### config.mk
export PLATFORM = sky130hd
export DESIGN_NAME = gpio_mux_port
export DESIGN_NICKNAME = d
export VERILOG_FILES = /design/src/rtl/gpio_port_pkg.sv /design/src/rtl/gpio_regs.sv /design/src/rtl/gpio_sync.sv /design/src/rtl/gpio_pin_ctl.sv /design/src/rtl/gpio_mux_port.sv
export SDC_FILE = /design/constraint.sdc
export NUM_CORES = 1
export LEC_CHECK = 0
export BUFFER_PORTS_ARGS = -buffer_cell sky130_fd_sc_hd__buf_2
export CORE_MARGIN = 5
export CORE_UTILIZATION = 55
export CTS_CLUSTER_DIAMETER = 50
export DETAILED_ROUTE_END_ITERATION = 10
export GPL_TIMING_DRIVEN = 0
export PLACE_DENSITY = 0.95
export SETUP_SLACK_MARGIN = 0.2
export SLEW_MARGIN = 30
export SYNTH_ARGS = -nofsm -noshare
export SYNTH_HDL_FRONTEND = slang
export SYNTH_HIERARCHICAL = 1
export SYNTH_SLANG_ARGS = --single-unit
### constraint.sdc
create_clock -name clk -period 2.7 [get_ports clk]
set_input_delay 0.27 -clock clk [delete_from_list [all_inputs] [get_ports clk]]
set_output_delay 0.27 -clock clk [all_outputs]
set_load 0.005 [all_outputs]
### src/rtl/gpio_port_pkg.sv
`timescale 1ns/1ps
package gpio_port_pkg;
    localparam int REG_AW = 3;

    typedef enum logic [REG_AW-1:0] {
        ADDR_DATA  = 3'd0,
        ADDR_DIR   = 3'd1,
        ADDR_STY0  = 3'd2,
        ADDR_STY1  = 3'd3,
        ADDR_FSEL0 = 3'd4,
        ADDR_FSEL1 = 3'd5
    } reg_addr_e;

    // Style code {bit1,bit0}
    typedef enum logic [1:0] {
        STY_OFF  = 2'b00,
        STY_LOW  = 2'b01,   // high-only drive / pull-down
        STY_HIGH = 2'b10,   // low-only drive / pull-up
        STY_BOTH = 2'b11    // push-pull / floating input
    } style_e;

    typedef enum logic [1:0] {
        FN_PORT = 2'b00,
        FN_ALT2 = 2'b01,
        FN_ALT3 = 2'b10,
        FN_ALT4 = 2'b11
    } fsel_e;
endpackage

### src/rtl/gpio_regs.sv
`timescale 1ns/1ps
module gpio_regs
    import gpio_port_pkg::*;
#(
    parameter int N = 8
) (
    input  logic              clk,
    input  logic              rst_n,
    input  logic              we,
    input  logic [REG_AW-1:0] addr,
    input  logic [N-1:0]      wdata,
    output logic [N-1:0]      data_q,
    output logic [N-1:0]      dir_q,
    output logic [N-1:0]      sty0_q,
    output logic [N-1:0]      sty1_q,
    output logic [N-1:0]      fsel0_q,
    output logic [N-1:0]      fsel1_q
);
    typedef struct packed {
        logic [N-1:0] data;
        logic [N-1:0] dir;
        logic [N-1:0] sty0;
        logic [N-1:0] sty1;
        logic [N-1:0] fsel0;
        logic [N-1:0] fsel1;
    } regs_t;

    localparam regs_t REGS_RST = '{data: '0, dir: '1, sty0: '0, sty1: '0,
                                   fsel0: '0, fsel1: '0};

    regs_t regs_d, regs_q;

    always_comb begin
        regs_d = regs_q;
        if (we) begin
            case (addr)
                ADDR_DATA:  regs_d.data  = wdata;
                ADDR_DIR:   regs_d.dir   = wdata;
                ADDR_STY0:  regs_d.sty0  = wdata;
                ADDR_STY1:  regs_d.sty1  = wdata;
                ADDR_FSEL0: regs_d.fsel0 = wdata;
                ADDR_FSEL1: regs_d.fsel1 = wdata;
                default:    regs_d = regs_q;
            endcase
        end
    end

    always_ff @(posedge clk or negedge rst_n) begin
        if (!rst_n) regs_q <= REGS_RST;
        else        regs_q <= regs_d;
    end

    assign data_q  = regs_q.data;
    assign dir_q   = regs_q.dir;
    assign sty0_q  = regs_q.sty0;
    assign sty1_q  = regs_q.sty1;
    assign fsel0_q = regs_q.fsel0;
    assign fsel1_q = regs_q.fsel1;
endmodule

### src/rtl/gpio_sync.sv
`timescale 1ns/1ps
module gpio_sync #(
    parameter int N      = 8,
    parameter int STAGES = 2
) (
    input  logic         clk,
    input  logic         rst_n,
    input  logic [N-1:0] pad_in,
    output logic [N-1:0] level
);
    logic [STAGES-1:0][N-1:0] stage_d, stage_q;

    always_comb begin
        stage_d[0] = pad_in;
        for (int k = 1; k < STAGES; k++) begin
            stage_d[k] = stage_q[k-1];
        end
    end

    always_ff @(posedge clk or negedge rst_n) begin
        if (!rst_n) stage_q <= '0;
        else        stage_q <= stage_d;
    end

    assign level = stage_q[STAGES-1];
endmodule

### src/rtl/gpio_pin_ctl.sv
`timescale 1ns/1ps
module gpio_pin_ctl
    import gpio_port_pkg::*;
(
    input  logic       dir_out,
    input  logic [1:0] sty,
    input  logic [1:0] fsel,
    input  logic       port_val,
    input  logic [2:0] alt_val,
    input  logic [2:0] alt_en,
    output logic       oe,
    output logic       out,
    output logic       pu,
    output logic       pd
);
    logic src_val;
    logic src_en;

    always_comb begin
        case (fsel)
            FN_ALT2: begin src_val = alt_val[0]; src_en = alt_en[0]; end
            FN_ALT3: begin src_val = alt_val[1]; src_en = alt_en[1]; end
            FN_ALT4: begin src_val = alt_val[2]; src_en = alt_en[2]; end
            default: begin src_val = port_val;   src_en = 1'b1;      end
        endcase
    end

    always_comb begin
        oe = 1'b0;
        pu = 1'b0;
        pd = 1'b0;
        if (dir_out) begin
            case (sty)
                STY_LOW:  oe = src_en & src_val;
                STY_HIGH: oe = src_en & ~src_val;
                STY_BOTH: oe = src_en;
                default:  oe = 1'b0;
            endcase
        end else begin
            pd = (sty == STY_LOW);
            pu = (sty == STY_HIGH);
        end
        out = oe & src_val;
    end
endmodule

### src/rtl/gpio_mux_port.sv
`timescale 1ns/1ps
module gpio_mux_port
    import gpio_port_pkg::*;
#(
    parameter int N           = 8,
    parameter int SYNC_STAGES = 2
) (
    input  logic              clk,
    input  logic              rst_n,
    input  logic              bus_we,
    input  logic [REG_AW-1:0] bus_addr,
    input  logic [N-1:0]      bus_wdata,
    output logic [N-1:0]      bus_rdata,
    input  logic [N-1:0]      alt2_val,
    input  logic [N-1:0]      alt2_en,
    input  logic [N-1:0]      alt3_val,
    input  logic [N-1:0]      alt3_en,
    input  logic [N-1:0]      alt4_val,
    input  logic [N-1:0]      alt4_en,
    input  logic [N-1:0]      pad_in,
    output logic [N-1:0]      pad_oe,
    output logic [N-1:0]      pad_out,
    output logic [N-1:0]      pad_pu,
    output logic [N-1:0]      pad_pd,
    output logic [N-1:0]      ext_irq
);
    logic [N-1:0] data_q, dir_q, sty0_q, sty1_q, fsel0_q, fsel1_q;
    logic [N-1:0] sync_lvl;

    gpio_regs #(.N(N)) u_regs (
        .clk     (clk),
        .rst_n   (rst_n),
        .we      (bus_we),
        .addr    (bus_addr),
        .wdata   (bus_wdata),
        .data_q  (data_q),
        .dir_q   (dir_q),
        .sty0_q  (sty0_q),
        .sty1_q  (sty1_q),
        .fsel0_q (fsel0_q),
        .fsel1_q (fsel1_q)
    );

    gpio_sync #(.N(N), .STAGES(SYNC_STAGES)) u_sync (
        .clk    (clk),
        .rst_n  (rst_n),
        .pad_in (pad_in),
        .level  (sync_lvl)
    );

    for (genvar i = 0; i < N; i++) begin : g_pin
        gpio_pin_ctl u_pin (
            .dir_out  (dir_q[i]),
            .sty      ({sty1_q[i], sty0_q[i]}),
            .fsel     ({fsel1_q[i], fsel0_q[i]}),
            .port_val (data_q[i]),
            .alt_val  ({alt4_val[i], alt3_val[i], alt2_val[i]}),
            .alt_en   ({alt4_en[i], alt3_en[i], alt2_en[i]}),
            .oe       (pad_oe[i]),
            .out      (pad_out[i]),
            .pu       (pad_pu[i]),
            .pd       (pad_pd[i])
        );
    end

    always_comb begin
        case (bus_addr)
            ADDR_DATA:  bus_rdata = (data_q & dir_q) | (sync_lvl & ~dir_q);
            ADDR_DIR:   bus_rdata = dir_q;
            ADDR_STY0:  bus_rdata = sty0_q;
            ADDR_STY1:  bus_rdata = sty1_q;
            ADDR_FSEL0: bus_rdata = fsel0_q;
            ADDR_FSEL1: bus_rdata = fsel1_q;
            default:    bus_rdata = '0;
        endcase
    end

    assign ext_irq = sync_lvl;
endmodule

==> flow_metrics.tcl <==
set metrics [dict create \
    rsz0062_at_grt "false" \
    fin_crit_ns 2.03 \
    ys_async_sr_fraction_pct 100 \
    cts_tree "built" \
    syn2layout_area_growth_pct 21.2 \
    die-area_mm2 0.00941 \
    track_usage_pct 22.5 \
    switching_share_pct 33.5 \
    maxSlewHeadroom_pct 48.1 \
    clock-sinks 64 \
    place_ws_ns 0.868 \
    routed_via_density 5.69 \
    whs_ns 0.0147 \
    critPathArrivalTime_ns 1.76 \
    synthesis.area_mm2 0.00416 \
    start_kind "flip-flop" \
    final_hold_viol_count 0 \
    p_leak_nw 2.39 \
    worst-setup-path-type "flip-flop to primary output" \
    drive_gt1_share_pct 44.2 \
    finalCritPeriodShare_pct 75.1 \
    ir_drop_uv 372 \
    start_util_pct 56.8 \
    clock_latency_ns 0.33 \
    die_w_um 97.0 \
    reg2reg_slack_ns 1.85 \
    core_area_mm2 0.00733 \
    h-tree-depth 3 \
    clockRootBuffer "clkbuf_8" \
    syn_inst 360 \
    ys_ff_latch 64 \
    cts_hold_buf 0 \
    grt_pass1_vias 3626 \
    p_switching_mw 1.08 \
    wl_mm 10.5 \
    ys_seq_area_share_pct 38.7 \
    seq_power_share_pct 43.1 \
    crit_path_end_kind "primary output" \
    tightest_slew_ns 0.778 \
    max_cap_violations 0 \
    grt-ovfl-total 0 \
    numCtsBuffers 9 \
    dp_cells 576 \
    gp_congestion 0.823 \
    power_frac_comb_pct 34.9 \
    first_pass_iters 4 \
    p_int_mw 2.14 \
    syn_area_per_cell_um2 11.6 \
    setup_viol 0 \
    run_status "finished clean" \
    cp.required_ns 2.43 \
    hold_class "input pin to async pin" \
    antenna_cells 0 \
    pwr_density_cell_mw_per_mm2 638 \
    syn_nets 462 \
    hpwl_mm 7.84 \
    grt_pass1_wl_mm 17.3 \
    io_buffer_count 117 \
    fmax_mhz 493 \
    critPathMaxFanout 5 \
    clk_pin_slew_ns 0.06 \
    ant_nets 0 \
    ctsResizeCount 0 \
    synth_ff_type "dfrtp_1" \
    via_count 3371 \
    drc 0 \
    rows 31 \
    avgRoutedWirePerCell_um 17.7 \
    fin_tns_setup_ns 0 \
    finalMaxSlewViolations 0 \
    finalNetCount 590 \
    synth_edf_count 0 \
    r2r_cells 1 \
    antenna_found_initial 1 \
    skew_ns 0.00487 \
    io_pins 118 \
    p_clk_share_pct 22.0 \
    grt_start_max_net_pins 65 \
    drtIter0Drc 116 \
    clock_path_buffers 2 \
    post_cts_buffers 0 \
    yosys_warnings 6 \
    setup_ws_ns 0.673 \
    die_h_um 97.0 \
    yosysUniqueCellTypes 38 \
    final_cell_count_no_fill 592 \
    fill_cells 546 \
]
## registers in the layout (all words and copies together), names as in the netlist
signal          count
u_regs/data_q       8
u_regs/dir_q        8
u_regs/fsel0_q      8
u_regs/fsel1_q      8
u_regs/sty0_q       8
u_regs/sty1_q       8
u_sync/level        8
u_sync/stage_d      8
## critical path: stages (launching register included)
cell	delay (ns)
dfrtp_1	0.44
mux4_2	0.55
xnor2_1	0.15
o21ai_1	0.16
buf_2	0.14
## layout make-up
| cell class | instances | area [um^2] | share of cell area, % |
|---|---|---|---|
| Buffer | 9 | 53.8 | 1.07 |
| Clock buffer | 16 | 170 | 3.37 |
| Inverter | 32 | 120 | 2.38 |
| Multi-Input combinational cell | 255 | 2380 | 47.1 |
| Sequential cell | 64 | 1610 | 31.9 |
| Tap cell | 99 | 124 | 2.45 |
| Timing Repair Buffer | 117 | 588 | 11.7 |
## metrics by stage
stage / total power, mW / utilization (%) / instance area (um^2)
3_3_place_gp: 2.43 / 66.5 / 4870
3_5_place_dp: 2.51 / 66.5 / 4880
6_report: 3.22 / 68.8 / 5050
5_1_grt: 3.45 / 68.8 / 5050
4_1_cts: 3.24 / 68.8 / 5050
2_1_floorplan: 2.11 / - / 4160
## kinds of logic after synthesis
| kind of cell | Yosys count | synth area share, % |
|---|---|---|
| simple gates | 74 | 11.7 |
| xor+xnor | 8 | 1.68 |
| buf+inv | 41 | 4.18 |
| fa+ha+maj | 32 | 9.62 |
| compound gates | 63 | 11.1 |
| flops | 64 | 38.7 |
| mux | 78 | 23.0 |
## cells in the mapped netlist, types with 9 or more instances
cell type	number	area share, %
ha_1	32	9.6
o2111ai_1	24	5.0
nor2_1	20	1.8
o21ai_1	10	1.2
a21oi_1	15	1.8
or3b_1	9	1.9
inv_1	32	2.9
mux2i_1	9	2.2
nor2b_1	18	2.7
dfrtp_1	56	34
mux2_2	58	16
## placed cells by master, fill, tap and decap left out, types with 3 or more instances in the layout
cell       instances
buf_2            122
mux2_2            58
dfrtp_1           56
inv_1             32
ha_1              32
o2111ai_1         24
nor2_1            20
nor2b_1           18
a21oi_1           15
clkbuf_8          11
o21ai_1           10
mux2i_1            9
or3b_1             9
mux4_2             8
xnor2_1            8
dfstp_2            8
nand2b_1           5
clkbuf_1           5
nand2_1            4
nor4bb_1           4
nand3_1            4
a211o_1            3
mux2_1             3
## routing by layer
| layer | track usage (%) | routed length, um |
|---|---|---|
| met5 | 0 | 11 |
| met4 | 12.3 | 366 |
| met3 | 4.53 | 588 |
| met2 | 38.9 | 5270 |
| met1 | 26.1 | 4250 |
## power groups by stage
| stage | Clock (mW) | Combinational [mW] | Sequential, mW |
|---|---|---|---|
| floorplan | 0 | 0.787 | 1.32 |
| global placement | 0 | 1.05 | 1.38 |
| detailed placement | 0 | 1.11 | 1.40 |
| CTS | 0.731 | 1.12 | 1.39 |
| global route | 0.782 | 1.25 | 1.42 |
| finish | 0.709 | 1.12 | 1.39 |
## worst paths after layout
| check | startpoint | end |
|---|---|---|
| worst max-delay path | u_regs/fsel1_q[7]$_DFFE_PN0P_ | pad_oe[7] |
| worst min-delay path | rst_n | u_sync/stage_d[10]$_DFF_PN0_ |
| worst max register to register | u_regs/fsel1_q[4]$_DFFE_PN0P_ | u_regs/fsel1_q[4]$_DFFE_PN0P_ |
| worst min register to register | u_sync/stage_d[8]$_DFF_PN0_ | u_sync/level[0]$_DFF_PN0_ |
| max in group asynchronous | rst_n | u_regs/fsel1_q[3]$_DFFE_PN0P_ |
| min in group clk | pad_in[7] | u_sync/stage_d[15]$_DFF_PN0_ |
No activity file was read; power rests on OpenSTA's default activity.
